File: config.mk
export PLATFORM = sky130hd
export DESIGN_NAME = pm_timer
export DESIGN_NICKNAME = d
export VERILOG_FILES = /design/src/rtl/pm_timer.sv
export SDC_FILE = /design/constraint.sdc
export NUM_CORES = 1
export LEC_CHECK = 0
export BUFFER_PORTS_ARGS = -buffer_cell sky130_fd_sc_hd__clkbuf_2
export CAP_MARGIN = 20
export CELL_PAD_IN_SITES_DETAIL_PLACEMENT = 2
export CELL_PAD_IN_SITES_GLOBAL_PLACEMENT = 2
export CORE_MARGIN = 2
export CORE_UTILIZATION = 29
export CTS_BUF_LIST = sky130_fd_sc_hd__clkbuf_8
export DETAILED_ROUTE_END_ITERATION = 10
export GPL_TIMING_DRIVEN = 0
export MAX_ROUTING_LAYER = met4
export PLACE_DENSITY_LB_ADDON = 0.1
export SYNTH_ARGS = -nofsm -noshare
export SYNTH_HDL_FRONTEND = slang
export SYNTH_SLANG_ARGS = --single-unit
File: constraint.sdc
create_clock -name clk -period 1.9 [get_ports clk]
set_input_delay 0.285 -clock clk [delete_from_list [all_inputs] [get_ports clk]]
set_output_delay 0.285 -clock clk [all_outputs]
set_load 0.03 [all_outputs]
File: src/rtl/pm_timer.sv
module pm_timer #(
  parameter int W = 8
) (
  input  logic         clk,
  input  logic         rst_n,
  input  logic         tick,
  input  logic         cnt_we,
  input  logic [W-1:0] cnt_wdata,
  input  logic         per_we,
  input  logic [W-1:0] per_wdata,
  input  logic         ctl_we,
  input  logic [7:0]   ctl_wdata,
  input  logic         flag_clr,
  output logic [W-1:0] cnt_q,
  output logic [W-1:0] per_q,
  output logic [7:0]   ctl_q,
  output logic         match_o,
  output logic         flag_o
);
  localparam int PRW = 4;
  localparam int PSW = 4;

  logic [W-1:0]   cnt_r, per_r;
  logic [PSW-1:0] outps_r, post_r;
  logic [1:0]     psel_r;
  logic           en_r, match_r, flag_r;
  logic [PRW-1:0] pre_r, pre_lim;

  wire wr_clr = cnt_we | ctl_we;

  always_comb begin
    case (psel_r)
      2'b00:   pre_lim = PRW'(0);
      2'b01:   pre_lim = PRW'(3);
      default: pre_lim = PRW'(15);
    endcase
  end

  wire pre_term  = (pre_r == pre_lim);
  wire step      = en_r & tick & ~wr_clr & pre_term;
  wire hit       = step & (cnt_r == per_r);
  wire post_done = hit & (post_r == outps_r);

  always_ff @(posedge clk or negedge rst_n) begin
    if (!rst_n)             pre_r <= '0;
    else if (wr_clr)        pre_r <= '0;
    else if (en_r && tick)  pre_r <= pre_term ? '0 : pre_r + 1'b1;
  end

  always_ff @(posedge clk or negedge rst_n) begin
    if (!rst_n)      cnt_r <= '0;
    else if (cnt_we) cnt_r <= cnt_wdata;
    else if (step)   cnt_r <= hit ? '0 : cnt_r + 1'b1;
  end

  always_ff @(posedge clk or negedge rst_n) begin
    if (!rst_n)      per_r <= '1;
    else if (per_we) per_r <= per_wdata;
  end

  always_ff @(posedge clk or negedge rst_n) begin
    if (!rst_n) begin
      outps_r <= '0;
      en_r    <= 1'b0;
      psel_r  <= 2'b00;
    end else if (ctl_we) begin
      outps_r <= ctl_wdata[6:3];
      en_r    <= ctl_wdata[2];
      psel_r  <= ctl_wdata[1:0];
    end
  end

  always_ff @(posedge clk or negedge rst_n) begin
    if (!rst_n)      post_r <= '0;
    else if (wr_clr) post_r <= '0;
    else if (hit)    post_r <= post_done ? '0 : post_r + 1'b1;
  end

  always_ff @(posedge clk or negedge rst_n) begin
    if (!rst_n) begin
      match_r <= 1'b0;
      flag_r  <= 1'b0;
    end else begin
      match_r <= hit;
      if (post_done)     flag_r <= 1'b1;
      else if (flag_clr) flag_r <= 1'b0;
    end
  end

  assign cnt_q   = cnt_r;
  assign per_q   = per_r;
  assign ctl_q   = {1'b0, outps_r, en_r, psel_r};
  assign match_o = match_r;
  assign flag_o  = flag_r;
endmodule

==> out/results.tsv, run 1 <==
metric	value	unit
crit_top_cell	or3_4	
ant_nets	0	
cp_max_fo	4	
final_cell_count_no_fill	318	
vias	1628	
root_buffer	clkbuf_8	
grt_pass1_wl	9130	um
violations	setup timing	
crit_required	2.10	ns
ys_top_cells_by_area	dfrtp_1 (35%), dfstp_2 (12%), mux2_2 (9.4%), xor2_1 (6.3%), a21oi_1 (3.9%)	
io_buffers	52	
nets	276	
cpMaxStageDelayCell	or3_4	
ios	57	
synthTopCellsByCount	dfrtp_1 (25), mux2_2 (15), a21oi_1 (14), xor2_1 (13), nand3_1 (9)	
grt_overflow_total	0	
p_sw_share	32.6	%
r2r_start	pre_r[1]$_DFFE_PN0P_	
min_path_type	input pin to async pin	
clkLatencyLatePin	0.29	ns
cts_buffer_depth	2	
die_area	0.00686	mm2
placed_cells	296	
grt_pass1_vias	1769	
track_usage	18.7	%
worstSetupStartpoint	pre_r[1]$_DFFE_PN0P_	
grt_max_degree	34	
ys_seq_elements	33	
drtIter0Drc	44	
timing.final.ws_setup	-0.102	ns
row_count	28	
cts_sinks	33	
place_ws	-0.368	ns
die_y	82.8	um
fmax	499	MHz
synth_area	0.00180	mm2
hold_violations	0	
p_leak	1.13	nW
synth_nets	203	
h-tree-depth	2	
skew	0.00607	ns
p_per_area	734	mW/mm2
synth_edf_count	0	
final-max-slew-violation-count	0	
r2r_cells	5	
rsz0062_at_grt	true	
synth_cell_types	40	
syn_inst	169	
yosysSeqAreaShare	46.4	%
outcome	complete, but fails checks	
pwr-share-seq	44.5	%
r2r_slack	-0.10	ns
maxSlewHeadroom	40.9	%
ys.flop_type	dfrtp_1	
synth_top_area_cell	dfrtp_1	
cts.clk_slew.worst_paths	0.07	ns
yosysWarnings	0	
wirelength	5810	um
layout-drive-gt1-share	54.7	%
period_needed	2.00	ns
crit_path_cell_trace	or3_4 -> a2111oi_4 -> o21bai_2 -> or3_4 -> o41ai_4	
setup_violations	10	
cts_buffers	5	
total_power	1.88	mW
n_antenna_cell	0	
synth_top_area_share	34.7	%
antenna_found_initial	0	
maxCapViolCount	0	
endpoint_kind	flop	
power_frac_clock	32.0	%
start_util	30.2	%
worstPathArrival	2.20	ns
p_comb_share	23.5	%
start_kind	flop	
worst_pin_slew	0.886	ns
cts_tree	built	
core	0.00596	mm2
syn_avg_cell_area	10.7	um2
yosys.cell_count.top_type	dfrtp_1	
p_switching	0.612	mW
slowest_delay	0.40	ns
reg2reg_to	post_r[3]$_DFFE_PN0P_	
post-route-period-util	105	%
drt-wirelength-per-cell	18.3	um
cpLargestDelayFamily	simple AND/OR/NAND/NOR gates	
fin_util	42.9	%
dr.pass1.iters	4	
crit_buf_inv	0	
hpwl	3980	um
p_int	1.26	mW
path_class	flop to flop	
viasPerCell	5.12	
vdd_ir_drop_max	0.296	mV
synthArstFlopShare	100	%
drcViolationCount	0	
fp.dieW	82.8	um
gp_congestion	0.778	
area_growth	41.9	%
-- placed cells by master, fill, tap and decap left out, drive strengths merged, types with 2 or more instances in the layout --
cell type	netlist	final
a21oi	14	14
a32oi	4	4
and3	4	4
buf	4	18
clkbuf	6	65
dfrtp	25	25
dfstp	8	8
ha	3	3
inv	3	3
mux2	15	15
mux2i	2	2
nand2	7	7
nand2b	5	5
nand3	9	9
nand4	2	2
nor2	7	7
nor2b	3	3
nor3	5	5
nor4	3	3
o21ai	9	9
o311ai	3	3
or3	3	3
xor2	13	13
-- metal layers --
| layer | wire (um) | track usage (%) | vias up | share of wire, % |
|---|---|---|---|---|
| met1 | 2360 | 21.2 | 820 | 41 |
| met5 | 0 | - | - | 0 |
| met4 | 85 | 6.07 | 0 | 1.5 |
| met3 | 238 | 4.22 | 8 | 4.1 |
| li1 | - | - | 758 | - |
| met2 | 3120 | 32.7 | 42 | 54 |
-- sequential cells by signal (all words and copies together) (netlist names) --
register  count
outps_r       4
cnt_q         8
flag_o        1
pre_r         4
en_r          1
match_o       1
post_r        4
psel_r        2
per_q         8
-- kinds of logic (layout without fill, tap and decap cells) --
family / after synthesis / after routing / synth area share, %
compound gates: 36 / 36 / 14.4
mux: 17 / 17 / 10.5
xor+xnor: 13 / 13 / 6.32
fa+ha+maj: 3 / 3 / 2.09
flops: 33 / 33 / 46.4
other cells: 1 / 1 / 0.208
simple gates: 53 / 53 / 16.8
buf+inv: 13 / 87 / 3.27
-- per-stage QoR --
step           hold WS [ns]  setup TNS [ns]  cell area, um2
3_3_place_gp          0.434           -2.93            2180
6_report              0.105          -0.472            2550
4_1_cts               0.144          -0.880            2480
2_1_floorplan       -0.0106          -0.298            1820
5_1_grt               0.164           -1.38            2550
3_5_place_dp          0.458           -3.83            2180
-- worst max path at each step --
stage / cells past startpoint / endpoint / slack, ns
6_report: 5 / post_r[3]$_DFFE_PN0P_ / -0.10
5_1_grt: 6 / cnt_q[2]$_DFFE_PN0P_ / -0.18
4_1_cts: 5 / post_r[3]$_DFFE_PN0P_ / -0.15
3_5_place_dp: 6 / cnt_q[7]$_DFFE_PN0P_ / -0.37
3_3_place_gp: 6 / cnt_q[5]$_DFFE_PN0P_ / -0.28
2_1_floorplan: 5 / post_r[0]$_DFFE_PN0P_ / -0.12
-- final cells by class --
type                       count  area (um2)
tap                           75        93.8
clock buffer                   7        96.3
inverter                       3        11.3
buffer                         9        52.6
multi-input combinational    123        1070
fill                         671        3400
timing repair buffer          67         389
sequential                    33         841
clock inverter                 1        5.00
-- worst reg2reg max path, cell delays in order (launching register included) --
cell       delay, ns
dfrtp_1         0.38
or3_4           0.40
a2111oi_4       0.38
o21bai_2        0.17
or3_4           0.38
o41ai_4         0.21
-- repair_timing --
item                                    in CTS  in global routing
resized for setup                           29                  9
buffers inserted                            11                  5
pin swaps                                   18                  7
hold buffers                                 0                  0
endpoints found under the setup margin      14                 14
-- power groups by stage --
stage	registers (mW)	logic (mW)	clock network [mW]
after floorplan	0.923	0.152	0
after global placement	0.843	0.359	0
after detailed placement	0.849	0.373	0
after CTS	0.835	0.426	0.626
after global routing	0.845	0.475	0.662
final	0.834	0.441	0.600
(Power assumes the default switching activity.)
==> run 2: changes to the inputs <==
--- a/config.mk
+++ b/config.mk
@@ -11,7 +11,7 @@
 export CELL_PAD_IN_SITES_GLOBAL_PLACEMENT = 2
 export CORE_MARGIN = 2
 export CORE_UTILIZATION = 29
-export CTS_BUF_LIST = sky130_fd_sc_hd__clkbuf_8
+export CTS_BUF_LIST = sky130_fd_sc_hd__clkbuf_2
 export DETAILED_ROUTE_END_ITERATION = 10
 export GPL_TIMING_DRIVEN = 0
 export MAX_ROUTING_LAYER = met4
==> run 2 against run 1 <==
Worst hold slack worse by 0.015 ns. Critical path depth grew 1. Cell count grew 3.1%. Die area unchanged. Power shrank 14%. Largest power group unchanged. Core utilization up 0.084 points. Via count is 2.6% higher. Clock power is 43% lower. First-iteration DRC count is 16% higher. Non-clock buffer count increased by 10. Sequential power about the same. Flip-flop and latch count is the same. The run still ends with setup timing left.
==> out/results.tsv, run 2 (synthesis results as in run 1) <==
metric	value	unit	change
ios	57		unchanged
placed_cells	296		unchanged
crit_required	2.18	ns	+0.08 ns
area_growth	42.2	%	
vdd_ir_drop_max	0.290	mV	-2.3%
skew	0.0208	ns	+0.0148 ns
cts_buffer_depth	2		unchanged
cts_buffers	5		unchanged
r2r_slack	-0.13	ns	-0.02 ns
vias	1670		+2.6%
grt_pass1_vias	1775		+0.34%
place_area	0.00218	mm2	unchanged
outcome	complete, but fails checks		
fmax	493	MHz	-1.2%
gp_congestion	0.778		unchanged
nets	286		+3.6%
dr.pass1.iters	4		unchanged
core	0.00596	mm2	unchanged
rsz0062_at_grt	true		
slowest_delay	0.42	ns	+0.02 ns
grt_overflow_total	0		unchanged
row_count	28		unchanged
violations	setup timing		
hpwl	3980	um	unchanged
start_kind	flop		
cts_sinks	33		unchanged
reg2reg_to	cnt_q[0]$_DFFE_PN0P_		
h-tree-depth	2		unchanged
final_common_cell	clkbuf_2		
p_leak	1.15	nW	+2.2%
final-max-slew-violation-count	0		unchanged
layout-drive-gt1-share	54.5	%	-0.19 points
cp_max_fo	7		+3
viasPerCell	5.09		-0.55%
clkLatencyLatePin	0.40	ns	+0.11 ns
die_area	0.00686	mm2	unchanged
worstHoldPathCells	3		
antenna_found_initial	0		unchanged
min-delay-start	cnt_wdata[0]		
post-route-period-util	107	%	+1.3 points
cts.clk_slew.worst_paths	0.17	ns	+0.10 ns
setup_violations	13		+3
worst_hold_path.endpoint	cnt_q[0]$_DFFE_PN0P_		
path_class	flop to flop		
layout_common_cells	clkbuf_2 (57), buf_4 (22), dfrtp_1 (21)		
start_util	30.2	%	unchanged
wirelength	5910	um	+1.9%
worst_pin_slew	0.895	ns	+0.00943 ns
maxCapViolCount	0		unchanged
cpMaxStageDelayCell	dfrtp_1		
r2r_cells	6		+1
grt_max_degree	34		unchanged
worstPathArrival	2.31	ns	+0.11 ns
io_buffers	52		unchanged
r2r_start	pre_r[0]$_DFFE_PN0P_		
n_antenna_cell	0		unchanged
min_path_type	input pin to flop		
crit_path_cell_trace	or3_4 -> a2111oi_4 -> buf_4 -> o21ba_4 -> mux2i_1 -> o21ai_1		
grt_pass1_wl	9030	um	-1.1%
drt-wirelength-per-cell	18.0	um	-1.2%
final_cell_count_no_fill	328		+3.1%
fin_util	43.0	%	+0.084 points
die_y	82.8	um	unchanged
ant_nets	0		unchanged
drtIter0Drc	51		+16%
period_needed	2.03	ns	+0.0250 ns
fp.dieW	82.8	um	unchanged
cts_tree	built		
p_per_area	632	mW/mm2	-14%
hold_violations	0		unchanged
endpoint_kind	flop		
stdcell_area	0.00256	mm2	+0.20%
drcViolationCount	0		unchanged
maxSlewHeadroom	40.3	%	-0.63 points
root_buffer	clkbuf_2		
track_usage	18.4	%	-0.31 points
timing.final.ws_setup	-0.127	ns	-0.0250 ns
-- run 2: changes by cell type in the layout (fill, tap and decap cells not counted), sizes merged --
cell	before	now
clkbuf	65	63
dlygate4sd3	0	1
buf	18	27
clkinv	1	3
-- run 2: metrics by stage --
step           power (mW)  TNS (ns)  worst slack [ns]  hold slack [ns]
3_5_place_dp         1.22     -3.83            -0.368            0.458
2_1_floorplan        1.07    -0.298            -0.117          -0.0106
3_3_place_gp         1.20     -2.93            -0.278            0.434
4_1_cts              1.62     -1.36            -0.180           0.0785
6_report             1.62    -0.994            -0.127           0.0893
5_1_grt              1.73     -2.12            -0.207           0.0627
-- run 2: critical path: cells and delay by family, from the launching register on --
kind                   cells  cell delay [ns]
muxes                      1             0.22
and+or+nand+nor            1             0.39
buffers and inverters      1             0.20
DFF                        1             0.42
AOI/OAI and AO/OA          3             0.68
-- run 2: what timing repair did --
action                                 CTS  global route
hold buffers                             1             0
pin swaps                                8             6
buffers inserted                        13            10
endpoints found under the hold margin   10             0
setup endpoints to repair               14            14
gates resized for setup                 28            12
cloned                                   1             0
-- run 2: cell type report --
| cell class | instances | area (um2) |
|---|---|---|
| multi-input cells | 123 | 1060 |
| inverters | 3 | 11.3 |
| clock buffers | 5 | 25.0 |
| well taps | 75 | 93.8 |
| plain buffers | 9 | 52.6 |
| clock inverters | 3 | 12.5 |
| fillers | 671 | 3400 |
| repair buffers | 77 | 465 |
| flip-flops and latches | 33 | 841 |
-- run 2: per-layer routing --
metal | track usage, % | part of all wire, %
met5 | - | 0
met4 | 5.25 | 1.4
met3 | 4.11 | 3.5
met2 | 32.3 | 54
met1 | 21.0 | 41
-- run 2: how the worst max path moves through the flow --
stage,startpoint,to,depth (start not counted)
after global placement,cnt_q[4]$_DFFE_PN0P_,cnt_q[5]$_DFFE_PN0P_,6
after global routing,pre_r[0]$_DFFE_PN0P_,post_r[0]$_DFFE_PN0P_,5
final,pre_r[0]$_DFFE_PN0P_,cnt_q[0]$_DFFE_PN0P_,6
after floorplan,per_q[0]$_DFFE_PN1P_,post_r[0]$_DFFE_PN0P_,5
after detailed placement,cnt_q[4]$_DFFE_PN0P_,cnt_q[7]$_DFFE_PN0P_,6
after CTS,pre_r[1]$_DFFE_PN0P_,cnt_q[0]$_DFFE_PN0P_,6
-- run 2: where the power goes --
group / internal, mW / switching [mW] / total, mW / leakage, nW
combinational: 0.174 / 0.267 / 0.442 / 0.731
sequential: 0.766 / 0.0692 / 0.835 / 0.396
clock: 0.0804 / 0.259 / 0.340 / 0.0278
total: 1.02 / 0.596 / 1.62 / 1.15
==> run 3: changes to the inputs <==
--- a/config.mk
+++ b/config.mk
@@ -5,12 +5,13 @@
 export SDC_FILE = /design/constraint.sdc
 export NUM_CORES = 1
 export LEC_CHECK = 0
+export ABC_AREA = 1
 export BUFFER_PORTS_ARGS = -buffer_cell sky130_fd_sc_hd__clkbuf_2
 export CAP_MARGIN = 20
 export CELL_PAD_IN_SITES_DETAIL_PLACEMENT = 2
 export CELL_PAD_IN_SITES_GLOBAL_PLACEMENT = 2
 export CORE_MARGIN = 2
-export CORE_UTILIZATION = 29
+export CORE_UTILIZATION = 27
 export CTS_BUF_LIST = sky130_fd_sc_hd__clkbuf_2
 export DETAILED_ROUTE_END_ITERATION = 10
 export GPL_TIMING_DRIVEN = 0
==> run 3 against run 2 <==
The flow now finishes without violations. Combinational power is 12% lower. Synthesized cell count increased by 38%. Power fell by 3.4%. Clock power up 4%. Core utilization decreased by 8.9 points. Maximum frequency grew 27%. Via count increased by 3.3%. Worst hold slack lost 0.074 ns. Clock skew down 0.012 ns. Critical path type unchanged. Critical endpoint is now post_r[3]$_DFFE_PN0P_. Largest power group unchanged.
==> out/results.tsv, run 3 <==
metric	value	unit	change
place_area	0.00229	mm2	+5.1%
wl_met1	2160	um	-11%
die_area	0.00775	mm2	+13%
hpwl	4060	um	+2.0%
r2r_slack	0.30	ns	+0.43 ns
h-tree-depth	2		unchanged
worstPathArrival	1.91	ns	-0.40 ns
place_ws	0.277	ns	+0.645 ns
ys_seq_elements	33		unchanged
r2r_cells	10		+4
cts_buffer_depth	2		unchanged
fmax	626	MHz	+27%
cts_sinks	33		unchanged
start_util	27.9	%	-2.3 points
rsz0062_at_grt	false		
row_count	30		+7.1%
drtIter0Drc	44		-14%
vias	1725		+3.3%
reg2reg_to	post_r[3]$_DFFE_PN0P_		
worst_pin_slew	0.890	ns	-0.00546 ns
path_class	flop to flop		
cts_setup_buffers	0		-13
ios	57		unchanged
n_antenna_cell	0		unchanged
root_buffer	clkbuf_2		
synth_nets	267		+32%
antenna_found_initial	0		unchanged
die_y	88.0	um	+6.3%
crit_required	2.22	ns	+0.04 ns
timing.final.ws_setup	0.303	ns	+0.430 ns
syn_inst	233		+38%
drt-wirelength-per-cell	13.1	um	-27%
drcViolationCount	0		unchanged
p_per_area	671	mW/mm2	+6.2%
fin_util	34.1	%	-8.9 points
yosys.cell_count.top_type	nand2_1		
cts_buffers	5		unchanged
syn_avg_cell_area	8.18	um2	-23%
endpoint_kind	flop		
grt_max_degree	34		unchanged
outcome	completed		
vdd_ir_drop_max	0.246	mV	-15%
ant_nets	0		unchanged
yosysWarnings	0		unchanged
start_kind	flop		
wirelength	5100	um	-14%
stdcell_area	0.00233	mm2	-9.1%
cp_max_fo	6		-1
holdWs	0.0156	ns	-0.0737 ns
setup_violations	0		-13
fp.dieW	88.0	um	+6.3%
post-route-period-util	84.0	%	-23 points
ys.flop_type	dfrtp_1		
core	0.00683	mm2	+15%
track_usage	15.0	%	-3.3 points
maxSlewHeadroom	40.7	%	+0.36 points
hold_violations	0		unchanged
placed_cells	381		+29%
layout_common_cells	nand2_1 (74), clkbuf_2 (60), dfrtp_1 (25)		
synthTopCellsByCount	nand2_1 (74), dfrtp_1 (25), inv_1 (24), nand3_1 (19), nor2_1 (12)		
hold_buffers	0		-1
clkLatencyLatePin	0.36	ns	-0.04 ns
wl_met2	2630	um	-18%
synth_area	0.00191	mm2	+5.9%
final_common_cell	nand2_1		
io_buffers	52		unchanged
gp_congestion	0.689		-11%
viasPerCell	4.43		-13%
synth_top_area_cell	dfrtp_1		
skew	0.00852	ns	-0.0123 ns
cts.clk_slew.worst_paths	0.18	ns	about the same
cts_tree	built		
period_needed	1.60	ns	-0.430 ns
nets	326		+14%
final_cell_count_no_fill	389		+19%
r2r_start	per_q[7]$_DFFE_PN1P_		
total_power	1.56	mW	-3.4%
min_path_type	input pin to async pin		
maxCapViolCount	0		unchanged
met3_length	250	um	+20%
timing.setup.tns	0	ns	+0.994 ns
routed.top_layer	met4		
ys_top_cells_by_area	dfrtp_1 (33%), nand2_1 (15%), dfstp_2 (11%), xor2_1 (5.1%), nand3_1 (5.0%)		
cts_resized	0		-100%
grt_pass1_vias	1858		+4.7%
synth_edf_count	0		unchanged
area_growth	22.0	%	
grt_overflow_total	0		unchanged
synth_top_area_share	32.8	%	-1.9 points
yosysSeqAreaShare	43.8	%	-2.6 points
grt_pass1_wl	8740	um	-3.2%
synthArstFlopShare	100	%	unchanged
dr.pass1.iters	2		-2
final-max-slew-violation-count	0		unchanged
synth_cell_types	33		-18%
layout-drive-gt1-share	31.7	%	-23 points
p_leak	1.24	nW	+7.8%
[run 3: changes by cell type after synthesis, moves of 5 or more]
cell	delta
o21bai_1	+5
nor2_1	+5
nand3_1	+10
inv_1	+21
a21oi_1	-14
nand2_1	+67
clkbuf_1	-5
mux2_2	-9
nand2b_1	-5
[run 3: critical path: stages (launching register included)]
cell and delay [ns]:
dfstp_2 0.58, inv_1 0.05, nand2_1 0.05, nand2_1 0.05, nor2_1 0.20, nand2_1 0.13
nor2_4 0.18, nand2_4 0.10, nor2_4 0.10, nand2_1 0.07, nand2_1 0.06
[run 3: how the worst max path moves through the flow]
| stage | end | start | cells after the start |
|---|---|---|---|
| finish | post_r[3]$_DFFE_PN0P_ | per_q[7]$_DFFE_PN1P_ | 10 |
| global route | post_r[1]$_DFFE_PN0P_ | per_q[7]$_DFFE_PN1P_ | 10 |
| CTS | post_r[3]$_DFFE_PN0P_ | per_q[7]$_DFFE_PN1P_ | 10 |
| detailed placement | post_r[3]$_DFFE_PN0P_ | per_q[7]$_DFFE_PN1P_ | 10 |
| global placement | post_r[3]$_DFFE_PN0P_ | per_q[7]$_DFFE_PN1P_ | 10 |
| floorplan | post_r[1]$_DFFE_PN0P_ | per_q[3]$_DFFE_PN1P_ | 10 |
[run 3: cells by family after synthesis]
kind of cell	after synthesis	synth area share (%)
muxes	6	3.54
and+or+nand+nor	118	29.0
xor gates and xnor gates	12	5.51
adders and majority gates	3	1.97
AOI/OAI and AO/OA	22	7.02
buffers and inverters	38	8.92
DFF	33	43.8
other	1	0.197
[run 3: routing by layer]
metal / vias to the layer above / GRT usage, %
met5: - / -
met3: 5 / 3.49
met4: 0 / 3.72
li1: 854 / -
met2: 38 / 25.8
met1: 828 / 17.8
[run 3: layout make-up]
cell class                 count  area (um2)
buffer                         6        42.5
clock buffer                   8        40.0
fill                         847        4500
inverter                      32         128
multi-input combinational    162         901
sequential                    33         836
tap                           96         120
timing repair buffer          52         260
[run 3: power breakdown]
group | leakage [nW] | internal, mW | total (mW) | switching (mW)
logic | 0.808 | 0.134 | 0.389 | 0.255
registers | 0.403 | 0.762 | 0.820 | 0.0580
clock network | 0.0332 | 0.109 | 0.353 | 0.244
total | 1.24 | 1.00 | 1.56 | 0.557
